File: config.mk
export PLATFORM = sky130hd
export DESIGN_NAME = spi_frame_master
export DESIGN_NICKNAME = d
export VERILOG_FILES = /design/src/rtl/spi_fm_pkg.sv /design/src/rtl/spi_fm_fifo.sv /design/src/rtl/spi_fm_datapath.sv /design/src/rtl/spi_fm_ctrl.sv /design/src/rtl/spi_frame_master.sv
export SDC_FILE = /design/constraint.sdc
export NUM_CORES = 1
export LEC_CHECK = 0
export BUFFER_PORTS_ARGS = -buffer_cell sky130_fd_sc_hd__buf_2
export CORE_MARGIN = 4
export CORE_UTILIZATION = 50
export CTS_CLUSTER_DIAMETER = 40
export DETAILED_ROUTE_END_ITERATION = 12
export MAX_ROUTING_LAYER = met4
export PLACE_DENSITY = 0.77
export SETUP_SLACK_MARGIN = 0.02
export SLEW_MARGIN = 20
export SYNTH_ARGS = -nofsm -noshare
export SYNTH_HDL_FRONTEND = slang
export SYNTH_SLANG_ARGS = --single-unit
export TNS_END_PERCENT = 1
File: constraint.sdc
create_clock -name clk -period 2.95 [get_ports clk]
set_input_delay 0.1475 -clock clk [delete_from_list [all_inputs] [get_ports clk]]
set_output_delay 0.1475 -clock clk [all_outputs]
set_load 0.03 [all_outputs]
File: src/rtl/spi_fm_pkg.sv
package spi_fm_pkg;

  typedef enum logic [2:0] {
    ST_IDLE,
    ST_LEAD,
    ST_BITA,
    ST_BITB,
    ST_TAIL,
    ST_GAP1,
    ST_GAP2
  } fmState_e;

  typedef struct packed {
    logic loadWord;
    logic sampleRx;
    logic advanceBit;
    logic pushRx;
  } fmStrobe_t;

endpackage

File: src/rtl/spi_fm_fifo.sv
module spi_fm_fifo #(
  parameter int WIDTH = 16,
  parameter int DEPTH = 8
) (
  input  logic             clk,
  input  logic             rstN,
  input  logic             push,
  input  logic [WIDTH-1:0] wrData,
  input  logic             pop,
  output logic [WIDTH-1:0] rdData,
  output logic             full,
  output logic             empty
);
  localparam int AW = (DEPTH > 1) ? $clog2(DEPTH) : 1;
  localparam int CW = $clog2(DEPTH + 1);

  logic [WIDTH-1:0] mem [DEPTH];
  logic [AW-1:0]    wrPtr, rdPtr;
  logic [CW-1:0]    count;
  logic             doPush, doPop;

  assign full   = (count == CW'(DEPTH));
  assign empty  = (count == '0);
  assign doPush = push && !full;
  assign doPop  = pop && !empty;
  assign rdData = mem[rdPtr];

  function automatic logic [AW-1:0] bumpPtr(input logic [AW-1:0] p);
    return (p == AW'(DEPTH - 1)) ? '0 : p + AW'(1);
  endfunction

  always_ff @(posedge clk) begin
    if (!rstN) begin
      wrPtr <= '0;
      rdPtr <= '0;
      count <= '0;
    end else begin
      if (doPush) wrPtr <= bumpPtr(wrPtr);
      if (doPop)  rdPtr <= bumpPtr(rdPtr);
      if (doPush && !doPop)      count <= count + CW'(1);
      else if (doPop && !doPush) count <= count - CW'(1);
    end
  end

  always_ff @(posedge clk) begin
    if (doPush) mem[wrPtr] <= wrData;
  end
endmodule

File: src/rtl/spi_fm_datapath.sv
module spi_fm_datapath
  import spi_fm_pkg::*;
#(
  parameter int WORD_MAX   = 16,
  parameter int FIFO_DEPTH = 8,
  localparam int LW        = $clog2(WORD_MAX + 1)
) (
  input  logic                clk,
  input  logic                rstN,
  input  fmStrobe_t           strobe,
  input  logic [LW-1:0]       lenEff,
  input  logic                driveData,
  input  logic                txPush,
  input  logic [WORD_MAX-1:0] txData,
  input  logic                rxPop,
  input  logic                miso,
  output logic                mosi,
  output logic                txFull,
  output logic                txEmpty,
  output logic [WORD_MAX-1:0] rxData,
  output logic                rxFull,
  output logic                rxEmpty,
  output logic                rxOverrun
);
  logic [WORD_MAX-1:0] txHead;
  logic [WORD_MAX-1:0] txShift;
  logic [WORD_MAX-1:0] rxShift;

  spi_fm_fifo #(.WIDTH(WORD_MAX), .DEPTH(FIFO_DEPTH)) txQ_i (
    .clk(clk), .rstN(rstN),
    .push(txPush), .wrData(txData),
    .pop(strobe.loadWord), .rdData(txHead),
    .full(txFull), .empty(txEmpty)
  );

  spi_fm_fifo #(.WIDTH(WORD_MAX), .DEPTH(FIFO_DEPTH)) rxQ_i (
    .clk(clk), .rstN(rstN),
    .push(strobe.pushRx), .wrData(rxShift),
    .pop(rxPop), .rdData(rxData),
    .full(rxFull), .empty(rxEmpty)
  );

  always_ff @(posedge clk) begin
    if (!rstN) begin
      txShift   <= '0;
      rxShift   <= '0;
      rxOverrun <= 1'b0;
    end else begin
      if (strobe.loadWord)        txShift <= txHead << (LW'(WORD_MAX) - lenEff);
      else if (strobe.advanceBit) txShift <= txShift << 1;
      if (strobe.loadWord)        rxShift <= '0;
      else if (strobe.sampleRx)   rxShift <= {rxShift[WORD_MAX-2:0], miso};
      if (strobe.pushRx && rxFull) rxOverrun <= 1'b1;
    end
  end

  assign mosi = driveData & txShift[WORD_MAX-1];
endmodule

File: src/rtl/spi_fm_ctrl.sv
module spi_fm_ctrl
  import spi_fm_pkg::*;
#(
  parameter int DIV_N    = 2,
  parameter int WORD_MAX = 16,
  localparam int LW      = $clog2(WORD_MAX + 1),
  localparam int DW      = $clog2(DIV_N + 1)
) (
  input  logic          clk,
  input  logic          rstN,
  input  logic          enable,
  input  logic          masterRole,
  input  logic          cpol,
  input  logic          cpha,
  input  logic [LW-1:0] lenEff,
  input  logic          txEmpty,
  output fmStrobe_t     strobe,
  output logic          sclk,
  output logic          fsN,
  output logic          txOe,
  output logic          driveData
);
  fmState_e      st, nxt;
  logic [DW-1:0] divCnt;
  logic [LW-1:0] bitsLeft;
  logic          cpolL, cphaL;
  logic          tick, canGo, active;

  assign tick  = (divCnt == DW'(DIV_N - 1));
  assign canGo = enable && masterRole && !txEmpty;

  always_comb begin
    nxt    = st;
    strobe = '0;
    unique case (st)
      ST_IDLE: if (canGo) begin
        strobe.loadWord = 1'b1;
        nxt = cpha ? ST_LEAD : ST_BITA;
      end
      ST_LEAD: if (tick) nxt = ST_BITA;
      ST_BITA: if (tick) begin
        strobe.sampleRx = 1'b1;
        nxt = ST_BITB;
      end
      ST_BITB: if (tick) begin
        if (bitsLeft != '0) begin
          strobe.advanceBit = 1'b1;
          nxt = ST_BITA;
        end else begin
          strobe.pushRx = 1'b1;
          if (cphaL && canGo) begin
            strobe.loadWord = 1'b1;
            nxt = ST_BITA;
          end else begin
            nxt = ST_TAIL;
          end
        end
      end
      ST_TAIL: if (tick) nxt = (!cphaL && canGo) ? ST_GAP1 : ST_IDLE;
      ST_GAP1: if (tick) nxt = ST_GAP2;
      ST_GAP2: if (tick) begin
        if (canGo) begin
          strobe.loadWord = 1'b1;
          nxt = ST_BITA;
        end else begin
          nxt = ST_IDLE;
        end
      end
      default: nxt = ST_IDLE;
    endcase
  end

  always_ff @(posedge clk) begin
    if (!rstN) begin
      st       <= ST_IDLE;
      divCnt   <= '0;
      bitsLeft <= '0;
      cpolL    <= 1'b0;
      cphaL    <= 1'b0;
    end else begin
      st <= nxt;
      if (st == ST_IDLE || tick) divCnt <= '0;
      else                       divCnt <= divCnt + DW'(1);
      if (strobe.loadWord)        bitsLeft <= lenEff - LW'(1);
      else if (strobe.advanceBit) bitsLeft <= bitsLeft - LW'(1);
      if (st == ST_IDLE && canGo) begin
        cpolL <= cpol;
        cphaL <= cpha;
      end
    end
  end

  assign active    = cphaL ? (st == ST_BITA) : (st == ST_BITB);
  assign sclk      = (st == ST_IDLE) ? cpol : (cpolL ^ active);
  assign fsN       = (st inside {ST_IDLE, ST_GAP1, ST_GAP2});
  assign txOe      = (st != ST_IDLE);
  assign driveData = (st inside {ST_BITA, ST_BITB, ST_TAIL});
endmodule

File: src/rtl/spi_frame_master.sv
module spi_frame_master
  import spi_fm_pkg::*;
#(
  parameter int DIV_N      = 2,
  parameter int WORD_MAX   = 16,
  parameter int FIFO_DEPTH = 8,
  localparam int LW        = $clog2(WORD_MAX + 1),
  localparam int WORD_MIN  = 4
) (
  input  logic                clk,
  input  logic                rstN,
  input  logic                enable,
  input  logic                masterRole,
  input  logic                cpol,
  input  logic                cpha,
  input  logic [LW-1:0]       wordLen,
  input  logic [WORD_MAX-1:0] txData,
  input  logic                txPush,
  output logic                txFull,
  output logic                txEmpty,
  output logic [WORD_MAX-1:0] rxData,
  input  logic                rxPop,
  output logic                rxFull,
  output logic                rxEmpty,
  output logic                rxOverrun,
  input  logic                miso,
  output logic                sclk,
  output logic                sclkOe,
  output logic                fsN,
  output logic                mosi,
  output logic                txOe
);
  fmStrobe_t     strobe;
  logic [LW-1:0] lenEff;
  logic          driveData;

  always_comb begin
    if (wordLen < LW'(WORD_MIN))      lenEff = LW'(WORD_MIN);
    else if (wordLen > LW'(WORD_MAX)) lenEff = LW'(WORD_MAX);
    else                              lenEff = wordLen;
  end

  assign sclkOe = masterRole;

  spi_fm_ctrl #(.DIV_N(DIV_N), .WORD_MAX(WORD_MAX)) ctrl_i (
    .clk(clk), .rstN(rstN), .enable(enable), .masterRole(masterRole),
    .cpol(cpol), .cpha(cpha), .lenEff(lenEff), .txEmpty(txEmpty),
    .strobe(strobe), .sclk(sclk), .fsN(fsN), .txOe(txOe),
    .driveData(driveData)
  );

  spi_fm_datapath #(.WORD_MAX(WORD_MAX), .FIFO_DEPTH(FIFO_DEPTH)) dp_i (
    .clk(clk), .rstN(rstN), .strobe(strobe), .lenEff(lenEff),
    .driveData(driveData), .txPush(txPush), .txData(txData),
    .rxPop(rxPop), .miso(miso), .mosi(mosi), .txFull(txFull),
    .txEmpty(txEmpty), .rxData(rxData), .rxFull(rxFull),
    .rxEmpty(rxEmpty), .rxOverrun(rxOverrun)
  );
endmodule

==> results of run 1 <==
layer usage:
metal	track usage	vias up	share of wire	wire, µm
li1	-	3777	-	-
met1	0.240	4019	0.42	11600
met2	0.308	222	0.51	14000
met3	0.0313	58	0.048	1320
met4	0.0515	0	0.019	516
met5	-	-	0	0
metrics by stage:
step | utilization | hold slack, ns | instances | setup WS, ns
detailed placement | 0.542 | 0.414 | 1306 | 0.0332
CTS | 0.601 | 0.00567 | 1403 | 0.0256
finish | 0.604 | 0.0433 | 1405 | 0.145
global route | 0.604 | 0.0684 | 1405 | -0.00710
floorplan | - | 0.246 | 912 | -0.301
global placement | 0.542 | 0.403 | 1306 | 0.0615
final cells by class:
class / instances / share of cell area
inverter: 16 / 0.00368
timing repair buffer: 126 / 0.0532
multi-input combinational: 519 / 0.274
clock inverter: 26 / 0.0190
clock buffer: 50 / 0.0656
sequential: 327 / 0.559
tap: 341 / 0.0262
cells by family (layout without fill, tap and decap cells):
kind of cell | count (synthesis) | count (layout) | share of synthesized area
AO/OA/AOI/OAI | 156 | 156 | 0.0700
XOR/XNOR | 13 | 13 | 0.00827
adder cells (fa/ha/maj) | 19 | 19 | 0.0183
buffers and inverters | 66 | 218 | 0.0226
flip-flops | 327 | 327 | 0.661
multiplexers | 121 | 121 | 0.148
AND/OR/NAND/NOR | 210 | 210 | 0.0711
repair_timing:
item	in CTS	in global routing
pin swaps	2	10
endpoints found under the setup margin	1	3
endpoints found under the hold margin	131	0
gates resized for setup	2	13
hold buffers	19	0
buffers inserted	2	2
Yosys cell counts (3+ instances only):
master / instances / area (µm²)
mux2_2: 24 / 270
xnor2_1: 8 / 70.1
and2_1: 4 / 25.0
o21a_1: 3 / 22.5
o211ai_1: 5 / 37.5
nor3_1: 15 / 75.1
nor2b_1: 7 / 43.8
mux2i_1: 35 / 350
a21oi_1: 56 / 280
nand2b_1: 12 / 75.1
buf_4: 5 / 37.5
nand2_1: 78 / 293
nand3_1: 5 / 25.0
o22ai_1: 6 / 37.5
a21o_1: 4 / 30.0
nor2_1: 60 / 225
mux4_2: 55 / 1240
clkbuf_1: 27 / 101
or2_2: 3 / 18.8
o21ai_1: 3 / 15.0
edfxtp_1: 256 / 7690
a211oi_1: 7 / 52.6
mux4_1: 7 / 184
nor4_1: 6 / 37.5
or3_1: 3 / 18.8
inv_1: 13 / 48.8
o21ai_0: 38 / 190
nor3b_1: 4 / 30.0
buf_2: 11 / 55.1
o2111ai_1: 3 / 26.3
ha_1: 17 / 213
dfxtp_1: 71 / 1420
a22oi_1: 9 / 67.6
a31oi_1: 3 / 18.8
buf_1: 4 / 15.0
xor2_1: 5 / 43.8
critical path, cell delays in order, from the launching register on:
cell	delay (ns)
dfxtp_2	0.33
or4_4	0.54
or2_4	0.28
nor3_4	0.18
ha_2	0.21
inv_2	0.07
ha_4	0.23
a21o_1	0.16
a21oi_2	0.13
xnor2_1	0.10
or3_1	0.36
a21oi_1	0.12
power breakdown:
part           total [mW]  internal (mW)  leakage [nW]  switching (mW)
registers            5.43           5.19          2.93           0.234
clock network        4.86           2.86         0.666            2.00
logic                2.83           1.27          2.06            1.55
total                13.1           9.33          5.65            3.79
worst max-delay path by stage:
| stage | slack (ns) | startpoint | end | cells after the start |
|---|---|---|---|---|
| floorplan | -0.30 | ctrl_i.bitsLeft[3]$_SDFFE_PN0P_ | dp_i.rxQ_i.mem[0][0]$_DFFE_PP_ | 5 |
| global placement | 0.06 | ctrl_i.bitsLeft[3]$_SDFFE_PN0P_ | dp_i.rxQ_i.count[3]$_SDFFE_PN0P_ | 11 |
| detailed placement | 0.03 | ctrl_i.bitsLeft[3]$_SDFFE_PN0P_ | dp_i.txQ_i.count[3]$_SDFFE_PN0P_ | 11 |
| CTS | 0.03 | ctrl_i.bitsLeft[3]$_SDFFE_PN0P_ | dp_i.txQ_i.count[3]$_SDFFE_PN0P_ | 11 |
| global route | -0.007 | dp_i.txQ_i.count[0]$_SDFFE_PN0P_ | dp_i.txQ_i.count[3]$_SDFFE_PN0P_ | 11 |
| finish | 0.14 | ctrl_i.bitsLeft[0]$_SDFFE_PN0P_ | dp_i.rxQ_i.count[3]$_SDFFE_PN0P_ | 11 |
sequential cells by signal, summed over array words and instances (netlist names), named ones only:
| register | flops |
|---|---|
| dp_i.rxQ_i.mem | 128 |
| dp_i.txQ_i.mem | 128 |
| dp_i.rxShift | 16 |
| dp_i.txShift | 16 |
| ctrl_i.bitsLeft | 5 |
| dp_i.rxQ_i.count | 4 |
| dp_i.txQ_i.count | 4 |
| ctrl_i.st | 3 |
| dp_i.rxQ_i.rdPtr | 3 |
| dp_i.rxQ_i.wrPtr | 3 |
| dp_i.txQ_i.rdPtr | 3 |
| dp_i.txQ_i.wrPtr | 3 |
| ctrl_i.divCnt | 2 |
| ctrl_i.cphaL | 1 |
| ctrl_i.cpolL | 1 |
| dp_i.rxOverrun | 1 |
==> PnR_summary.wiki, run 1 <==
{| class="wikitable"
! Metric !! Value
|-
| # port buffers || 55
|-
| Floorplan row count || 60
|-
| Synth-to-Final Area Change || 18.4%
|-
| Iteration-0 DRC count of the detailed router || 724
|-
| Setup TNS Final || 0 ns
|-
| Leading cell types in the layout, fill and taps excluded || edfxtp_1, nand2_1, dfxtp_1
|-
| Initial antenna violation count || 0
|-
| Number of filler cells placed in the layout || 1,965
|-
| Total track usage || 0.186
|-
| Area occupied by multi-input gates || 4460 µm²
|-
| Static Leakage || 5.65 nW
|-
| Number of warnings reported in the yosys synthesis log || 0
|-
| Most frequently used flop master after synthesis || edfxtp_1
|-
| Max transition margin || 0.318
|-
| Height of the die || 174 µm
|-
| Setup crit start kind || flop
|-
| Final Power || 13.1 mW
|-
| Synth async-reset ratio || 0
|-
| Number of cell instances on the worst register-to-register path || 11
|-
| Number of antenna diodes || 0
|-
| Tightest Pin Transition || 1.02 ns
|-
| Number of vias after detailed routing || 8,076
|-
| # nets final || 1,080
|-
| Peak ir drop on the vdd network || 0.600 mV
|-
| Clock-pin slew of the registers on the worst-case setup and hold paths || 0.06 ns
|-
| IO Pins || 56
|-
| Number of failing setup endpoints in the final timing report || 0
|-
| Number of remaining DRC errors || 0
|-
| Kind of critical path || flop to flop
|-
| Part of the Yosys area used for sequential elements || 0.661
|-
| Critical path arrival || 3.23 ns
|-
| Hold-critical path endpoint || dp_i.txShift[13]$_SDFFE_PN0P_
|-
| TritonRoute pass-1 iters || 6
|-
| Type of the most critical hold path || input port to flop
|-
| Net count of the mapped netlist || 961
|-
| RSZ-0062 raised after global routing || yes
|-
| Period utilization || 0.951
|-
| Avg Synthesized Cell Area || 15.1 µm²
|-
| Time the final worst path needs with I/O delays and setup || 2.81 ns
|-
| HP Start || rstN
|-
| Vias in the first global route || 8,239
|-
| Cell area after technology mapping || 13,800 µm²
|-
| Detailed Route WL || 27,500 µm
|-
| Total CTS buffers || 41
|-
| Type of element capturing the critical path || flop
|-
| Routability Congestion || 0.928
|-
| Area after detailed placement || 14,700 µm²
|-
| Biggest fanout along the worst timing path || 4
|-
| Count of max-cap constraint violations || 0
|-
| Max-slew violation count || 0
|-
| Slack of the worst reg-to-reg path || 0.14 ns
|-
| Capturing point of the worst reg2reg path || dp_i.rxQ_i.count[3]$_SDFFE_PN0P_
|-
| Number of flip-flops and latches in the synthesized netlist || 327
|-
| Sinks on the clock net || 327
|-
| Worst clock skew || 0.0315 ns
|-
| Initial standard-cell utilization of the core || 0.510
|-
| Count of distinct cell types in the synthesized netlist || 66
|-
| Die footprint || 30,300 µm²
|-
| Buffer cell driving the clock tree root || clkbuf_16
|-
| Commonest non-fill, non-tap cell in the layout || edfxtp_1
|-
| Total power divided by cell area || 804 nW/µm²
|-
| Worst-skew pair later-pin latency || 0.55 ns
|-
| Worst Path Required || 3.38 ns
|-
| Sequential standard cell area || 9110 µm²
|-
| GRT Residual Overflow || 0
|-
| First-pass GRT wire length || 44,200 µm
|-
| FMAX || 356 MHz
|-
| Launch instance of the worst register-to-register path || ctrl_i.bitsLeft[0]$_SDFFE_PN0P_
|-
| ANT nets after route || 0
|-
| Wirelength per Cell || 19.5 µm
|-
| Pin count of the biggest net entering global routing || 34
|-
| Placeable Area || 27,000 µm²
|-
| Number of instances in the synthesized netlist || 912
|-
| Final Hold Fails || 0
|-
| Share of final-layout standard cells stronger than drive strength 1 || 0.272
|-
| Status || completed
|-
| Vias per std cell || 5.75
|-
| HPWL after DPL || 16,300 µm
|-
| Die Wd || 174 µm
|-
| TritonCTS clock tree || done
|-
| H-tree levels || 2
|-
| Hold depth || 3
|-
| CTS Buffer Depth || 3
|-
| Finished layout cell area || 16,300 µm²
|-
| Number of flops mapped to enable cells by yosys || 256
|}
No activity file was read; power rests on OpenSTA's default activity.
==> inputs of run 2 (changes only) <==
- CORE_UTILIZATION: 50 -> 55
- PLACE_DENSITY: 0.77 -> 0.75
- clock period: 2.95 -> 2.4 ns (I/O delays scaled with it)
==> PnR_summary.wiki, run 2 (same netlist as run 1, synthesis figures left out) <==
{| class="wikitable"
! Metric !! Value
|-
| Status || finished, violations left
|-
| Violated checks || setup timing
|-
| Final Hold Fails || 0 (unchanged)
|-
| Critical path arrival || 3.08 ns (-0.15 ns)
|-
| Initial standard-cell utilization of the core || 0.563 (+0.0534)
|-
| Sinks on the clock net || 327 (unchanged)
|-
| Largest registers || dp_i.rxQ_i.mem (128), dp_i.txQ_i.mem (128)
|-
| Number of filler cells placed in the layout || 1,571 (-20%)
|-
| Area occupied by multi-input gates || 4600 µm² (+3.1%)
|-
| Area after detailed placement || 15,200 µm² (+3.8%)
|-
| Tightest Pin Transition || 0.697 ns (-0.320 ns)
|-
| Worst-skew pair later-pin latency || 0.52 ns (-0.03 ns)
|-
| Kind of critical path || flop to flop
|-
| Type of element capturing the critical path || flop
|-
| # nets final || 1,124 (+4.1%)
|-
| Time the final worst path needs with I/O delays and setup || 2.65 ns (-0.153 ns)
|-
| Die footprint || 27,600 µm² (-8.7%)
|-
| Vias per std cell || 5.81 (+1.1%)
|-
| List of cells traversed by the critical path || or4_4 -> or2_4 -> nor3_4 -> ha_2 -> inv_2 -> ha_4 -> a21o_1 -> a21oi_2 -> xnor2_1 -> or3_1 -> a21oi_2
|-
| TritonCTS clock tree || done
|-
| WHS || 0.0287 ns (-0.0146 ns)
|-
| Buffer cell driving the clock tree root || clkbuf_16
|-
| Sequential standard cell area || 9120 µm² (about the same)
|-
| Synth-to-Final Area Change || 22.8%
|-
| Static Leakage || 5.93 nW (+4.9%)
|-
| ANT nets after route || 0 (unchanged)
|-
| Number of failing setup endpoints in the final timing report || 4 (+4)
|-
| Total CTS buffers || 39 (-4.9%)
|-
| Iteration-0 DRC count of the detailed router || 728 (+0.55%)
|-
| Commonest non-fill, non-tap cell in the layout || edfxtp_1
|-
| First-pass GRT wire length || 46,900 µm (+6.0%)
|-
| Number of vias after detailed routing || 8,310 (+2.9%)
|-
| Routability Congestion || 0.914 (-1.5%)
|-
| Worst clock skew || 0.0294 ns (-0.00203 ns)
|-
| Placeable Area || 24,500 µm² (-9.5%)
|-
| Vias in the first global route || 8,514 (+3.3%)
|-
| Type of the most critical hold path || input port to flop
|-
| Share of final-layout standard cells stronger than drive strength 1 || 0.320 (+0.0485)
|-
| Max-slew violation count || 0 (unchanged)
|-
| Post-Layout Cell Count || 1,430 (+1.8%)
|-
| Slack of the worst reg-to-reg path || -0.25 ns (-0.40 ns)
|-
| Worst Path Required || 2.83 ns (-0.55 ns)
|-
| Die Wd || 166 µm (-4.4%)
|-
| CTS Buffer Depth || 3 (unchanged)
|-
| HPWL after DPL || 17,900 µm (+9.5%)
|-
| Detailed Route WL || 29,300 µm (+6.6%)
|-
| Clock-pin slew of the registers on the worst-case setup and hold paths || 0.05 ns (about the same)
|-
| Wirelength per Cell || 20.5 µm (+4.7%)
|-
| # port buffers || 55 (unchanged)
|-
| Initial antenna violation count || 0 (unchanged)
|-
| Worst path slowest cell || or4_4
|-
| Total power divided by cell area || 983 nW/µm² (+22%)
|-
| Most repeated library cell on the critical path || a21oi_2
|-
| Final core utilization || 0.692 (+0.0880)
|-
| Height of the die || 166 µm (-4.4%)
|-
| Delay of the slowest cell on the worst path || 0.54 ns (about the same)
|-
| GRT Residual Overflow || 0 (unchanged)
|-
| Biggest fanout along the worst timing path || 3 (-1)
|-
| Max transition margin || 0.535 (+0.217)
|-
| Number of remaining DRC errors || 0 (unchanged)
|-
| Setup crit start kind || flop
|-
| FMAX || 377 MHz (+5.8%)
|-
| Pin count of the biggest net entering global routing || 33 (-2.9%)
|-
| Finished layout cell area || 16,900 µm² (+3.7%)
|-
| Count of max-cap constraint violations || 0 (unchanged)
|-
| Setup ws final || -0.253 ns (-0.397 ns)
|-
| Post-placement cell count || 1,337 (+2.4%)
|-
| Floorplan row count || 57 (-5.0%)
|-
| Leading cell types in the layout, fill and taps excluded || edfxtp_1, buf_4, nand2_1
|-
| TritonRoute pass-1 iters || 5 (-1)
|-
| Total track usage || 0.219 (+0.0330)
|-
| Period utilization || 1.11 (+0.154)
|-
| IO Pins || 56 (unchanged)
|-
| Number of antenna diodes || 0 (unchanged)
|-
| Peak ir drop on the vdd network || 0.730 mV (+22%)
|-
| RSZ-0062 raised after global routing || yes
|-
| Setup TNS Final || -0.574 ns (-0.574 ns)
|-
| H-tree levels || 2 (unchanged)
|}
==> run 2: changes by cell type in the layout (fill, tap and decap cells not counted), moves of 4 or more <==
cell | before | now
inv_6 | 1 | 5
clkinv_8 | 5 | 1
mux2i_1 | 35 | 29
buf_6 | 0 | 6
buf_2 | 55 | 50
buf_12 | 1 | 11
mux2i_2 | 0 | 4
clkbuf_1 | 8 | 2
buf_4 | 51 | 85
==> run 2: layout make-up <==
cell class,instances,area share
clock buffers,45,0.0621
clock inverters,27,0.0168
inverters,16,0.00355
multi-input cells,519,0.272
flip-flops and latches,327,0.539
well taps,324,0.0240
repair buffers,172,0.0824
==> run 2: routing by layer <==
metal  track usage  up-vias  part of all wire
li1              -     3868                 -
met1         0.292     4168              0.43
met2         0.362      225              0.51
met3        0.0352       49             0.047
met4        0.0470        0             0.016
met5             -        -                 0
==> run 2: repair_timing <==
item	in CTS	in global routing
pin swaps	4	1
hold endpoints to repair	131	0
gates cloned	0	0
gates resized for setup	17	26
hold buffers	19	0
setup buffers	1	1
endpoints found under the setup margin	28	46
==> run 2: report_power, final <==
group          switching (mW)  internal, mW
logic                    2.11          1.95
clock network            2.32          3.62
registers               0.241          6.39
==> run 2: metrics by stage <==
step                total power, mW  setup slack, ns
floorplan                      9.41           -0.345
global placement               10.5           -0.195
detailed placement             10.6           -0.217
CTS                            16.6           -0.238
global route                   17.4           -0.374
finish                         16.6           -0.253
==> run 2: worst paths after layout <==
kind / start / to / cells past startpoint
min: rstN / dp_i.txShift[1]$_SDFFE_PN0P_ / 3
max reg2reg: ctrl_i.bitsLeft[1]$_SDFFE_PN0P_ / dp_i.rxQ_i.count[3]$_SDFFE_PN0P_ / 11
min reg2reg: ctrl_i.divCnt[0]$_SDFF_PP0_ / ctrl_i.divCnt[0]$_SDFF_PP0_ / 1
max: ctrl_i.bitsLeft[1]$_SDFFE_PN0P_ / dp_i.rxQ_i.count[3]$_SDFFE_PN0P_ / 11
==> run 2: critical path, delay by kind of cell (launching register included) <==
family,cells,cell delay [ns]
AOI/OAI and AO/OA,3,0.39
xor gates and xnor gates,1,0.10
adders and majority gates,2,0.42
buffers and inverters,1,0.07
DFF,1,0.32
and+or+nand+nor,4,1.29
